### config.mk
export PLATFORM = sky130hd
export DESIGN_NAME = drum_seq
export DESIGN_NICKNAME = d
export VERILOG_FILES = /design/src/rtl/drum_seq_pkg.sv /design/src/rtl/seq_table.sv /design/src/rtl/seq_step_ctr.sv /design/src/rtl/seq_mask_out.sv /design/src/rtl/drum_seq.sv
export SDC_FILE = /design/constraint.sdc
export NUM_CORES = 1
export LEC_CHECK = 0
export ABC_AREA = 1
export BUFFER_PORTS_ARGS = -buffer_cell sky130_fd_sc_hd__clkbuf_2
export CAP_MARGIN = 20
export CORE_UTILIZATION = 60
export CTS_CLUSTER_SIZE = 24
export DETAILED_ROUTE_END_ITERATION = 12
export PLACE_DENSITY_LB_ADDON = 0.2
export RECOVER_POWER = 50
export SETUP_SLACK_MARGIN = 0.3
export SLEW_MARGIN = 20
export SYNTH_ARGS = -nofsm -noshare
export SYNTH_HDL_FRONTEND = slang
export SYNTH_SLANG_ARGS = --single-unit
### constraint.sdc
create_clock -name clk_i -period 2.6 [get_ports clk_i]
set_input_delay 0.65 -clock clk_i [delete_from_list [all_inputs] [get_ports clk_i]]
set_output_delay 0.65 -clock clk_i [all_outputs]
set_load 0.005 [all_outputs]
### src/rtl/drum_seq_pkg.sv
package drum_seq_pkg;
  localparam int unsigned DEF_STEPS  = 12;
  localparam int unsigned DEF_WIDTH  = 16;
  localparam int unsigned DEF_ADDR_W = 4;

  function automatic int unsigned idx_bits(input int unsigned n);
    return (n < 2) ? 1 : $clog2(n);
  endfunction
endpackage

### src/rtl/seq_table.sv
module seq_table #(
  parameter int unsigned STEPS  = 12,
  parameter int unsigned WIDTH  = 16,
  parameter int unsigned ADDR_W = 4,
  parameter int unsigned IDX_W  = 4
) (
  input  logic              clk_i,
  input  logic              we_i,
  input  logic [ADDR_W-1:0] waddr_i,
  input  logic [WIDTH-1:0]  wdata_i,
  input  logic [IDX_W-1:0]  raddr_i,
  output logic [WIDTH-1:0]  rdata_o
);
  logic [WIDTH-1:0] mem_q [STEPS];

  // no reset: contents survive rst_ni; addresses >= STEPS never match
  always_ff @(posedge clk_i) begin
    for (int i = 0; i < STEPS; i++) begin
      if (we_i && waddr_i == ADDR_W'(i)) mem_q[i] <= wdata_i;
    end
  end

  always_comb begin
    rdata_o = '0;
    for (int i = 0; i < STEPS; i++) begin
      if (raddr_i == IDX_W'(i)) rdata_o = mem_q[i];
    end
  end

  p_write_lands_r7: assert property (@(posedge clk_i)
    (we_i && waddr_i < ADDR_W'(STEPS)) |=> mem_q[$past(waddr_i)] == $past(wdata_i));
endmodule

### src/rtl/seq_step_ctr.sv
module seq_step_ctr #(
  parameter int unsigned STEPS = 12,
  parameter int unsigned IDX_W = 4
) (
  input  logic             clk_i,
  input  logic             rst_ni,
  input  logic             en_i,
  input  logic             adv_i,
  output logic             step_o,
  output logic [IDX_W-1:0] idx_o,
  output logic [IDX_W-1:0] nxt_idx_o,
  output logic             done_o
);
  localparam logic [IDX_W-1:0] LAST = IDX_W'(STEPS - 1);

  logic adv_q, rise;
  logic [IDX_W-1:0] idx_q;
  logic done_q;

  assign rise      = adv_i & ~adv_q;
  assign step_o    = rise & en_i;
  assign nxt_idx_o = (idx_q == LAST) ? '0 : idx_q + 1'b1;

  always_ff @(posedge clk_i or negedge rst_ni) begin
    if (!rst_ni) begin
      adv_q  <= 1'b0;
      idx_q  <= '0;
      done_q <= 1'b0;
    end else begin
      adv_q  <= adv_i;
      done_q <= step_o && (idx_q == LAST);
      if (step_o) idx_q <= nxt_idx_o;
    end
  end

  assign idx_o  = idx_q;
  assign done_o = done_q;

  p_idx_range_r2: assert property (@(posedge clk_i) disable iff (!rst_ni)
    idx_q <= LAST);
  p_hold_r3: assert property (@(posedge clk_i) disable iff (!rst_ni)
    !(en_i && adv_i && !adv_q) |=> $stable(idx_q));
  p_done_at_first_r4: assert property (@(posedge clk_i) disable iff (!rst_ni)
    done_q |-> idx_q == '0);
  p_wrap_r4: assert property (@(posedge clk_i) disable iff (!rst_ni)
    (step_o && idx_q == LAST) |=> (done_q && idx_q == '0));
  p_done_single_r4: assert property (@(posedge clk_i) disable iff (!rst_ni)
    done_q |=> !done_q);
endmodule

### src/rtl/seq_mask_out.sv
module seq_mask_out #(
  parameter int unsigned WIDTH = 16
) (
  input  logic             clk_i,
  input  logic             rst_ni,
  input  logic             upd_i,
  input  logic [WIDTH-1:0] pat_i,
  input  logic [WIDTH-1:0] mask_i,
  output logic [WIDTH-1:0] out_o
);
  logic [WIDTH-1:0] out_q;

  for (genvar b = 0; b < WIDTH; b++) begin : g_bit
    always_ff @(posedge clk_i or negedge rst_ni) begin
      if (!rst_ni)                 out_q[b] <= 1'b0;
      else if (upd_i && mask_i[b]) out_q[b] <= pat_i[b];
    end
  end

  assign out_o = out_q;

  p_idle_hold_r5: assert property (@(posedge clk_i) disable iff (!rst_ni)
    !upd_i |=> $stable(out_q));
  p_masked_keep_r6: assert property (@(posedge clk_i) disable iff (!rst_ni)
    upd_i |=> ((out_q ^ $past(out_q)) & ~$past(mask_i)) == '0);
endmodule

### src/rtl/drum_seq.sv
module drum_seq
  import drum_seq_pkg::*;
#(
  parameter int unsigned STEPS  = DEF_STEPS,
  parameter int unsigned WIDTH  = DEF_WIDTH,
  parameter int unsigned ADDR_W = DEF_ADDR_W
) (
  input  logic                           clk_i,
  input  logic                           rst_ni,
  input  logic                           en_i,
  input  logic                           adv_i,
  input  logic                           wr_en_i,
  input  logic [ADDR_W-1:0]              wr_addr_i,
  input  logic [WIDTH-1:0]               wr_data_i,
  input  logic [WIDTH-1:0]               mask_i,
  output logic [WIDTH-1:0]               out_o,
  output logic [$clog2(STEPS+1)-1:0]     step_o,
  output logic                           done_o
);
  localparam int unsigned IDX_W  = idx_bits(STEPS);
  localparam int unsigned STEP_W = $clog2(STEPS + 1);

  logic             advance;
  logic [IDX_W-1:0] idx, nxt_idx;
  logic [WIDTH-1:0] pattern;

  seq_step_ctr #(.STEPS(STEPS), .IDX_W(IDX_W)) u_ctr (
    .clk_i, .rst_ni, .en_i, .adv_i,
    .step_o(advance), .idx_o(idx), .nxt_idx_o(nxt_idx), .done_o
  );

  seq_table #(.STEPS(STEPS), .WIDTH(WIDTH), .ADDR_W(ADDR_W), .IDX_W(IDX_W)) u_tbl (
    .clk_i, .we_i(wr_en_i), .waddr_i(wr_addr_i), .wdata_i(wr_data_i),
    .raddr_i(nxt_idx), .rdata_o(pattern)
  );

  seq_mask_out #(.WIDTH(WIDTH)) u_out (
    .clk_i, .rst_ni, .upd_i(advance), .pat_i(pattern), .mask_i, .out_o
  );

  assign step_o = STEP_W'(idx) + 1'b1;

  p_step_bounds_r1: assert property (@(posedge clk_i) disable iff (!rst_ni)
    step_o >= 1 && step_o <= STEP_W'(STEPS));
endmodule

After elaboration in Yosys (flattened, before gate mapping):

Memory sizes are Yosys's and may differ from the RTL's.
Cells that the tools add are included.
Widths: inputs -> output; s select.

* $add $sub $neg: 1
* equality and inequality tests: 23
* muxes and demuxes: 70
* bitwise operators: 3
* reductions and logical operators: 42

Operators by type and width (number)
* $mux 16: 23
* $reduce_or 16->1: 11
* $mux 4: 12
* $eq 4x4->1 const B: 9
* $mux 1: 35
* $eq 4x3->1 const B: 8
* $logic_and 1x1->1: 29
* $eq 4x2->1 const B: 4
* $eq 4x1->1 const B: 2
* $logic_not 4->1: 2
* $add 4x1->4 const B: 1
* $and 1x1->1: 2
* $not 1->1: 1

* register bits: 22
* bits in writable memories: 192
* input bits: 41
* output and inout bits: 21
* logic and storage cells: 159
* memories: 1

Memories
* u_tbl.mem_q: depth 12, width 16, rd ports 12, clocked after memory_dff 0, write ports 1, RTL line seq_table.sv:14 `logic [WIDTH-1:0] mem_q [STEPS];`

Logic depth before layout (Yosys ltp):

Gate-level depths: netlist (run 1).

* depth in word-level cells: 16
* depth in mapped cells: 19

Modules after synthesis:

Synthesis (run 1) repeated with hierarchy kept, for this count alone.

* cell total of the unflattened synthesis: 726
* area, all modules: 8623.3 µm²

Modules (own cells, without submodules)
* seq_table: instances 1, cells an instance 601, area each 7574.8 µm², seq. area each 5765.5 µm²
* seq_mask_out: instances 1, cells an instance 83, area each 694.4 µm², seq. area each 400.4 µm²
* seq_step_ctr: instances 1, cells an instance 34, area each 306.5 µm², seq. area each 150.1 µm²
* drum_seq: instances 1, cells an instance 8, area each 47.5 µm², seq. area each 0.0 µm²

Worst setup path after synthesis (run 1):

Ideal clock, no wire load.

* path kind: register -> register
* start: register u_ctr.idx_q[0] (netlist: u_ctr.idx_o[0])
* end: register u_out.out_q[2] (netlist: u_out.out_o[2])
* library setup time: 0.065 ns
* arrival: 2.082 ns
* data required time: 2.535 ns
* path slack: 0.453 ns
* cell stages (with the launch flop): 18
* path buffers: 2
* period minus slack after synthesis: 2.147 ns
* path through: dfrtp_1 > inv_1 > ha_1 > buf_2 > nor2_1 > buf_2 > nand4_1 > nand3_1 > nand3_1 > nand3_1 > nand3_1 > nand2_1 > nand2_1 > nand3_1 > nand2_1 > nand2_1 > nand2_1 > nand2_1

* cells in the longest elaborated chain, start to end: 15
* elaborated cells between the ends (all ways): 27
* those cells by class: add/sub: 1; eq/ne: 12; mux: 13; reduce/logical: 1

Ends and longest elaborated chain
* start: declaration: RTL line seq_step_ctr.sv:17 `logic [IDX_W-1:0] idx_q;`
* start signal: assignment: RTL line seq_step_ctr.sv:32 `if (step_o) idx_q <= nxt_idx_o;`
* $add 4x1->4 *
* via step_o[0]: RTL line drum_seq.sv:17 `output logic [$clog2(STEPS+1)-1:0] step_o,`
* $mux 4 *: RTL line seq_step_ctr.sv:22 `assign nxt_idx_o = (idx_q == LAST) ? '0 : idx_q + 1'b1;`
* $logic_not 4->1: RTL line seq_table.sv:26 `if (raddr_i == IDX_W'(i)) rdata_o = mem_q[i];`
* $mux 16 (11 in a row): RTL line seq_table.sv:26
* $mux 16 *: RTL line seq_table.sv:26
* end signal: indexed assignment: RTL line seq_mask_out.sv:16 `else if (upd_i && mask_i[b]) out_q[b] <= pat_i[b];`
* end: declaration: RTL line seq_mask_out.sv:11 `logic [WIDTH-1:0] out_q;`

The timed path passes the listed nets; every way through them passes the cells marked *.
A chain may end at the register's enable or synchronous reset.

Worst setup path after layout (run 1):

* start: register u_ctr.idx_q[1] (netlist: u_ctr.idx_o[1])
* end: output port step_o[2]

* cells in the longest elaborated chain, start to end: 1

Ends and longest elaborated chain
* $add 4x1->4: RTL line drum_seq.sv:41 `assign step_o = STEP_W'(idx) + 1'b1;`
* end: declaration: RTL line drum_seq.sv:17

Every way passes these cells.

==> results of run 1 <==
-- layout make-up --
type | instances | area [um2] | share of cell area, %
repair buffers | 108 | 863.3 | 7.738
clock inverters | 16 | 168.9 | 1.514
inverters | 112 | 434.2 | 3.891
multi-input cells | 491 | 2579 | 23.11
clock buffers | 24 | 558.0 | 5.002
flip-flops and latches | 214 | 6319 | 56.63
well taps | 188 | 235.2 | 2.108
-- worst register-to-register path, cell delays in order, from the launching register on --
cell and delay, ns:
dfrtp_2 0.46, buf_6 0.15, nand3_2 0.07, nand2_2 0.10
nand3_4 0.22, nand3_4 0.17, clkbuf_16 0.20, nand2_1 0.08
inv_2 0.04, nand2_1 0.08, nand3_2 0.08, nand3_2 0.08
nand3_1 0.08, nand2_1 0.10, nand3_2 0.07, nand2_1 0.09
nand2_1 0.05, nand2_1 0.05, nand2_1 0.04
-- through the flow --
stage	setup TNS [ns]	instance area [um2]
6_report	0	11160
5_1_grt	0	11160
4_1_cts	0	10850
3_5_place_dp	-1.670	9892
3_3_place_gp	-0.01503	9892
2_1_floorplan	0	9366
-- final timing paths --
path | startpoint | endpoint | slack (ns) | depth (start not counted)
worst max-delay path | u_ctr.idx_o[1] | step_o[2] | 0.24 | 6
worst min-delay path | adv_i | u_ctr.adv_q | 0.28 | 1
worst max register to register | u_ctr.idx_o[1] | u_out.out_o[5] | 0.29 | 18
worst min register to register | u_out.out_o[10] | u_out.out_o[10] | 0.48 | 2
max in group asynchronous | rst_ni | u_ctr.idx_o[1] | 1.30 | 1
min in group asynchronous | rst_ni | u_ctr.idx_o[2] | 0.42 | 1
-- flip-flops by register name (all words and copies together) (netlist names) --
name          cells
u_out.out_o      16
u_ctr.done_o      1
u_ctr.idx_o       4
u_ctr.adv_q       1
u_tbl.mem_q     192
-- synth_stat cells --
library cell and count:
nand2_4 2, buf_2 18, inv_1 97, dfrtp_1 22, o21bai_1 16, nor2_1 17, nand2_1 239, ha_1 5
nor2_4 2, edfxtp_1 192, buf_6 6, a21oi_1 16, buf_4 3, or2_1 15, nand4_1 47, nand3_4 4
nand4_2 2, inv_2 15, or2_2 1, nor2_2 1, nand3_2 1, nand2_2 3, clkbuf_1 11, nand3_1 99
o22ai_1 1, buf_1 3, o21ai_0 19, nand3b_1 1
-- per-layer routing --
metal	GRT usage [%]	vias up	wire length [um]
met3	3.205	60	1363
li1	-	3097	-
met2	46.44	270	10780
met4	11.83	0	761
met5	0	-	0
met1	32.97	3202	8278
-- power breakdown --
| group | switching, mW | internal, mW |
|---|---|---|
| registers | 0.129 | 3.95 |
| logic | 2.63 | 1.76 |
| clock network | 1.27 | 1.86 |
| total | 4.04 | 7.56 |
-- timing repair --
action                                  CTS  global route
gates cloned                              2             4
gates resized for setup                  15            50
setup buffers                            10             7
endpoints found under the setup margin   17            18
pin swaps                                 6            36
endpoints found under the hold margin     0             0
-- cells by family (layout without fill, tap and decap cells) --
family	Yosys count	in the layout	share of synthesized area, %
buffers and inverters	153	260	6.973
AND/OR/NAND/NOR	434	434	21.71
AO/OA/AOI/OAI	52	52	3.219
flip-flops	214	214	67.43
adder cells (fa/ha/maj)	5	5	0.6679
==> impl_metrics.yaml, run 1 <==
clock_network:
  cts_htree_levels: 1
  clock_latency_ns: 0.51
  cts-hold-fix-buffers: 0
  path_clk_slew_ns: 0.06
  cts_tree: "built"
  cts_sinks: 214
  clock_tree.root_cell: "clkbuf_16"
  cts-buffers-inserted: 22
  clk_path_buf_depth: 3
finish:
  layout-drive-gt1-share_pct: 19.90
  fillerInstances: 1016
  final_util_pct: 73.39
  final_common_cell: "nand2_1"
  diodes: 0
  nNetsFinal: 995
  layout.cells.non_filler: 1153
  layout_common_cells: "nand2_1, edfxtp_1, inv_1"
  area_delta_synth_final_pct: 19.12
global_route:
  grt_pass1_wl_um: 32740
  antenna_found_initial: 0
  grt_overflow: 0
  grt_usage_pct: 26.41
  grt_start_max_net_pins: 33
  grt_pass1_vias: 6610
sta:
  final_max_slew_viol_count: 0
  rsz0062_at_grt: "yes"
  clock.fmax_mhz: 424.5
  setup_viol: 0
  whs_ns: 0.2778
  setup_slack_ns: 0.2440
  worst_pin_slew_ns: 1.333
  slew_headroom_pct: 11.11
  timing.final.crit_share_pct: 90.61
  finClkSkew_ns: 0.007986
  fin_crit_ns: 2.356
  hold_viol: 0
logic_synthesis:
  syn_area_um2: 9366
  yosysTopAreaCell: "edfxtp_1"
  syn_inst: 858
  yosysSeqAreaShare_pct: 67.43
  yosys-top-cells-area: "edfxtp_1, nand2_1, dfrtp_1"
  ys_seq_elements: 214
  syn_area_per_cell_um2: 10.92
  synth_cell_types: 28
  ys_warn_count: 0
  syn-num-nets: 904
  synth_top_area_share_pct: 61.55
setup_path:
  start_kind: "register"
  critPathKind: "register to primary output"
  critPathTopFamily: "flip-flops"
  worstPathArrival_ns: 1.71
  critPathMaxStageDelay_ns: 0.46
  crit_buf_inv: 3
  worstPathCellList: "ha_4 -> nand2_2 -> nand2_4 -> buf_4 -> buf_4 -> clkbuf_2"
  critical_path_required_ns: 1.95
  critPathMaxFanout: 4
  cpMaxStageDelayCell: "dfrtp_2"
  crit_path_frequent_cell: "buf_4"
  endpoint_kind: "primary output"
die:
  die_y_um: 126.9
  rows: 45
  die_w_um: 126.9
  fp.dieArea_um2: 16120
  pin_count: 62
  start_util_pct: 61.61
  core_um2: 15200
drt:
  wl_um: 21180
  drcViolationCount: 0
  via_per_inst: 5.749
  first_pass_iters: 5
  wl_per_cell_um: 18.37
  ant_nets: 0
  drtIter0Drc: 559
  vias: 6629
pwr:
  finalPower_mw: 11.60
  power.density_nw_per_um2: 1040
  ir_worst_vdd_uv: 617.8
  leakagePower_nw: 4.606
placement:
  numPlacedInstances: 1090
  dp_hpwl_um: 12620
  routabilityCongestion: 0.8179
  portBuffers: 61
  pre_cts_ws_ns: -0.1385
min_path:
  min_path_type: "input pin to register"
flow_run:
  cap_violations: 0
outcome:
  outcome: "finished, final reports clean"
No activity file was read; power rests on OpenSTA's default activity.
==> run 2: changes to the inputs <==
--- a/config.mk
+++ b/config.mk
@@ -6,15 +6,17 @@
 export NUM_CORES = 1
 export LEC_CHECK = 0
 export ABC_AREA = 1
-export BUFFER_PORTS_ARGS = -buffer_cell sky130_fd_sc_hd__clkbuf_2
 export CAP_MARGIN = 20
 export CORE_UTILIZATION = 60
+export CTS_CLUSTER_DIAMETER = 80
 export CTS_CLUSTER_SIZE = 24
 export DETAILED_ROUTE_END_ITERATION = 12
+export DONT_BUFFER_PORTS = 1
 export PLACE_DENSITY_LB_ADDON = 0.2
 export RECOVER_POWER = 50
 export SETUP_SLACK_MARGIN = 0.3
 export SLEW_MARGIN = 20
 export SYNTH_ARGS = -nofsm -noshare
 export SYNTH_HDL_FRONTEND = slang
+export SYNTH_HIERARCHICAL = 1
 export SYNTH_SLANG_ARGS = --single-unit
==> run 2 against run 1 <==
  * Flip-flop and latch count stayed put
  * Sequential share of layout area is 8.1 points higher
  * Combinational power is 16% lower
  * Worst setup slack worse by 0.061 ns
==> impl_metrics.yaml, run 2 <==
setup_path:
  r2r_end: "u_out/out_o[2]"
  r2r_start: "u_ctr/idx_o[1]"
  worstPathArrival_ns: 2.82
  regToRegSetupSlack_ns: 0.18
  critPathMaxFanout: 13
  worst-r2r-cell-count: 17
  critPathKind: "register to register"
  critical_path_required_ns: 3.01
  endpoint_kind: "register"
  start_kind: "register"
logic_synthesis:
  syn_inst: 726
  synth_async_sr_flop_share_pct: 10.28
  syn_area_per_cell_um2: 11.88
  yosysTopAreaCell: "edfxtp_1"
  synth_common_cells: "nand2_1, edfxtp_1, nand3_1"
  syn_area_um2: 8623
  synth_top_area_share_pct: 66.86
  synthMostInstantiatedCell: "nand2_1"
  yosys-top-cells-area: "edfxtp_1, nand2_1, dfrtp_1"
  ys_warn_count: 6
  synth_cell_types: 24
  synth_edf_count: 192
  ys.flop_type: "edfxtp_1"
  syn-num-nets: 769
  ys_seq_elements: 214
  yosysSeqAreaShare_pct: 73.24
clock_network:
  clk_path_buf_depth: 3
  clock_tree.root_cell: "clkbuf_16"
  clock_latency_ns: 0.47
  path_clk_slew_ns: 0.09
  cts_tree: "built"
  cts_htree_levels: 1
  cts-buffers-inserted: 12
  cts_sinks: 214
global_route:
  grt_usage_pct: 24.71
  grt_start_max_net_pins: 51
  grt_pass1_vias: 5184
  grt_overflow: 0
  antenna_found_initial: 0
  grt_pass1_wl_um: 27540
flow_run:
  cap_violations: 0
sta:
  setup_slack_ns: 0.1834
  tns_ns: 0
  finClkSkew_ns: 0.009637
  worst_pin_slew_ns: 1.104
  timing.final.crit_share_pct: 92.95
  setup_viol: 0
  rsz0062_at_grt: "yes"
  slew_headroom_pct: 26.43
  fin_crit_ns: 2.417
  hold_viol: 0
  clock.fmax_mhz: 413.8
  final_max_slew_viol_count: 0
pwr:
  power.internal_mw: 6.296
  finalPower_mw: 9.776
  p_seq_share_pct: 42.1
  swShare_pct: 35.60
  pwr-share-clk_pct: 20.1
  ir_worst_vdd_uv: 484.6
  power.density_nw_per_um2: 1002
  switchingPower_mw: 3.480
  pwr-share-comb_pct: 37.8
  leakagePower_nw: 3.645
finish:
  nNetsFinal: 815
  area_delta_synth_final_pct: 13.12
  diodes: 0
  regMostFlops: "u_tbl/mem_q"
  final_common_cell: "nand2_1"
  multi_input_area_um2: 2142
  layout_common_cells: "nand2_1, edfxtp_1, nand3_1"
  largest_reg_flops: 192
  layout-drive-gt1-share_pct: 16.45
  fillerInstances: 961
  register_area_um2: 6317
  layout.cells.non_filler: 958
die:
  core_um2: 13930
  pin_count: 62
  rows: 43
  die_y_um: 121.9
  start_util_pct: 61.88
  die_w_um: 121.9
  fp.dieArea_um2: 14860
min_path:
  hold_path_depth: 0
  whs_endpoint: "u_ctr/adv_q"
  min_path_type: "input pin to register"
  worstHoldStart: "adv_i"
drt:
  wl_um: 18990
  wl_per_cell_um: 19.82
  drcViolationCount: 0
  vias: 5534
  drtIter0Drc: 626
  via_per_inst: 5.777
  first_pass_iters: 5
  ant_nets: 0
outcome:
  outcome: "finished, final reports clean"
placement:
  routabilityCongestion: 0.8131
  portBuffers: 0
  dp_hpwl_um: 11680
  numPlacedInstances: 918
  pre_cts_ws_ns: -0.1285
## run 2: area by class of cell
cell class	count	area share, %
inverters	57	2.245
flip-flops and latches	214	64.76
well taps	180	2.309
multi-input cells	436	21.96
repair buffers	51	5.118
clock inverters	1	0.03848
clock buffers	19	3.566
## run 2: what timing repair did
action,CTS,global route
pin swaps,2,29
hold endpoints to repair,22,0
hold buffers,1,0
cloned,0,5
setup endpoints to repair,16,16
setup buffers,3,11
resized for setup,23,50
## run 2: power by group through the flow
stage / sequential (mW) / clock, mW / combinational, mW
floorplan: 4.14 / 0 / 1.92
global placement: 4.16 / 0 / 2.72
detailed placement: 4.17 / 0 / 2.78
CTS: 4.10 / 1.98 / 2.96
global route: 4.14 / 2.11 / 4.02
finish: 4.11 / 1.97 / 3.70
## run 2: routing by layer
layer / vias up / part of all wire (%) / track usage (%)
met4: 0 / 1.9 / 7.870
met5: - / 0 / 0
met1: 2676 / 42 / 34.89
met3: 31 / 7.5 / 3.324
met2: 252 / 48 / 40.04
li1: 2575 / - / -
## run 2: cells by family after synthesis
family,count (synthesis),synth area share [%]
and+or+nand+nor,418,21.42
DFF,214,73.24
buffers and inverters,76,3.990
AOI/OAI and AO/OA,14,0.8561
xor gates and xnor gates,2,0.2032
adders and majority gates,2,0.2901
## run 2: critical path, cell delays in order (launching register included)
cell	delay, ns
dfrtp_1	0.44
buf_6	0.14
nand4_1	0.18
nand2_2	0.14
nor2_4	0.05
buf_6	0.11
nor2_4	0.23
buf_12	0.18
nand2_2	0.08
nor2_2	0.12
nor2_2	0.05
nand4_1	0.11
nor2_1	0.08
nand3_1	0.15
nand2_1	0.07
nand3_1	0.07
nand3_1	0.08
nand2_1	0.09
## run 2: through the flow
step,hold slack [ns],util (%),area [um2]
floorplan,0.3544,-,8623
global placement,0.3549,64.34,8966
detailed placement,0.3548,64.34,8966
CTS,0.1954,67.50,9405
global route,0.1839,70.00,9754
finish,0.2037,70.00,9754
## run 2: how the worst max path moves through the flow
| stage | startpoint | endpoint | slack (ns) | depth (start not counted) |
|---|---|---|---|---|
| 2_1_floorplan | u_ctr/idx_o[0] | u_out/out_o[0] | 0.36 | 14 |
| 3_3_place_gp | u_ctr/idx_o[0] | u_out/out_o[8] | 0.04 | 14 |
| 3_5_place_dp | u_ctr/idx_o[0] | u_out/out_o[8] | -0.13 | 14 |
| 4_1_cts | u_ctr/idx_o[0] | u_out/out_o[8] | 0.25 | 18 |
| 5_1_grt | u_ctr/idx_o[1] | u_out/out_o[2] | 0.06 | 18 |
| 6_report | u_ctr/idx_o[1] | u_out/out_o[2] | 0.18 | 17 |
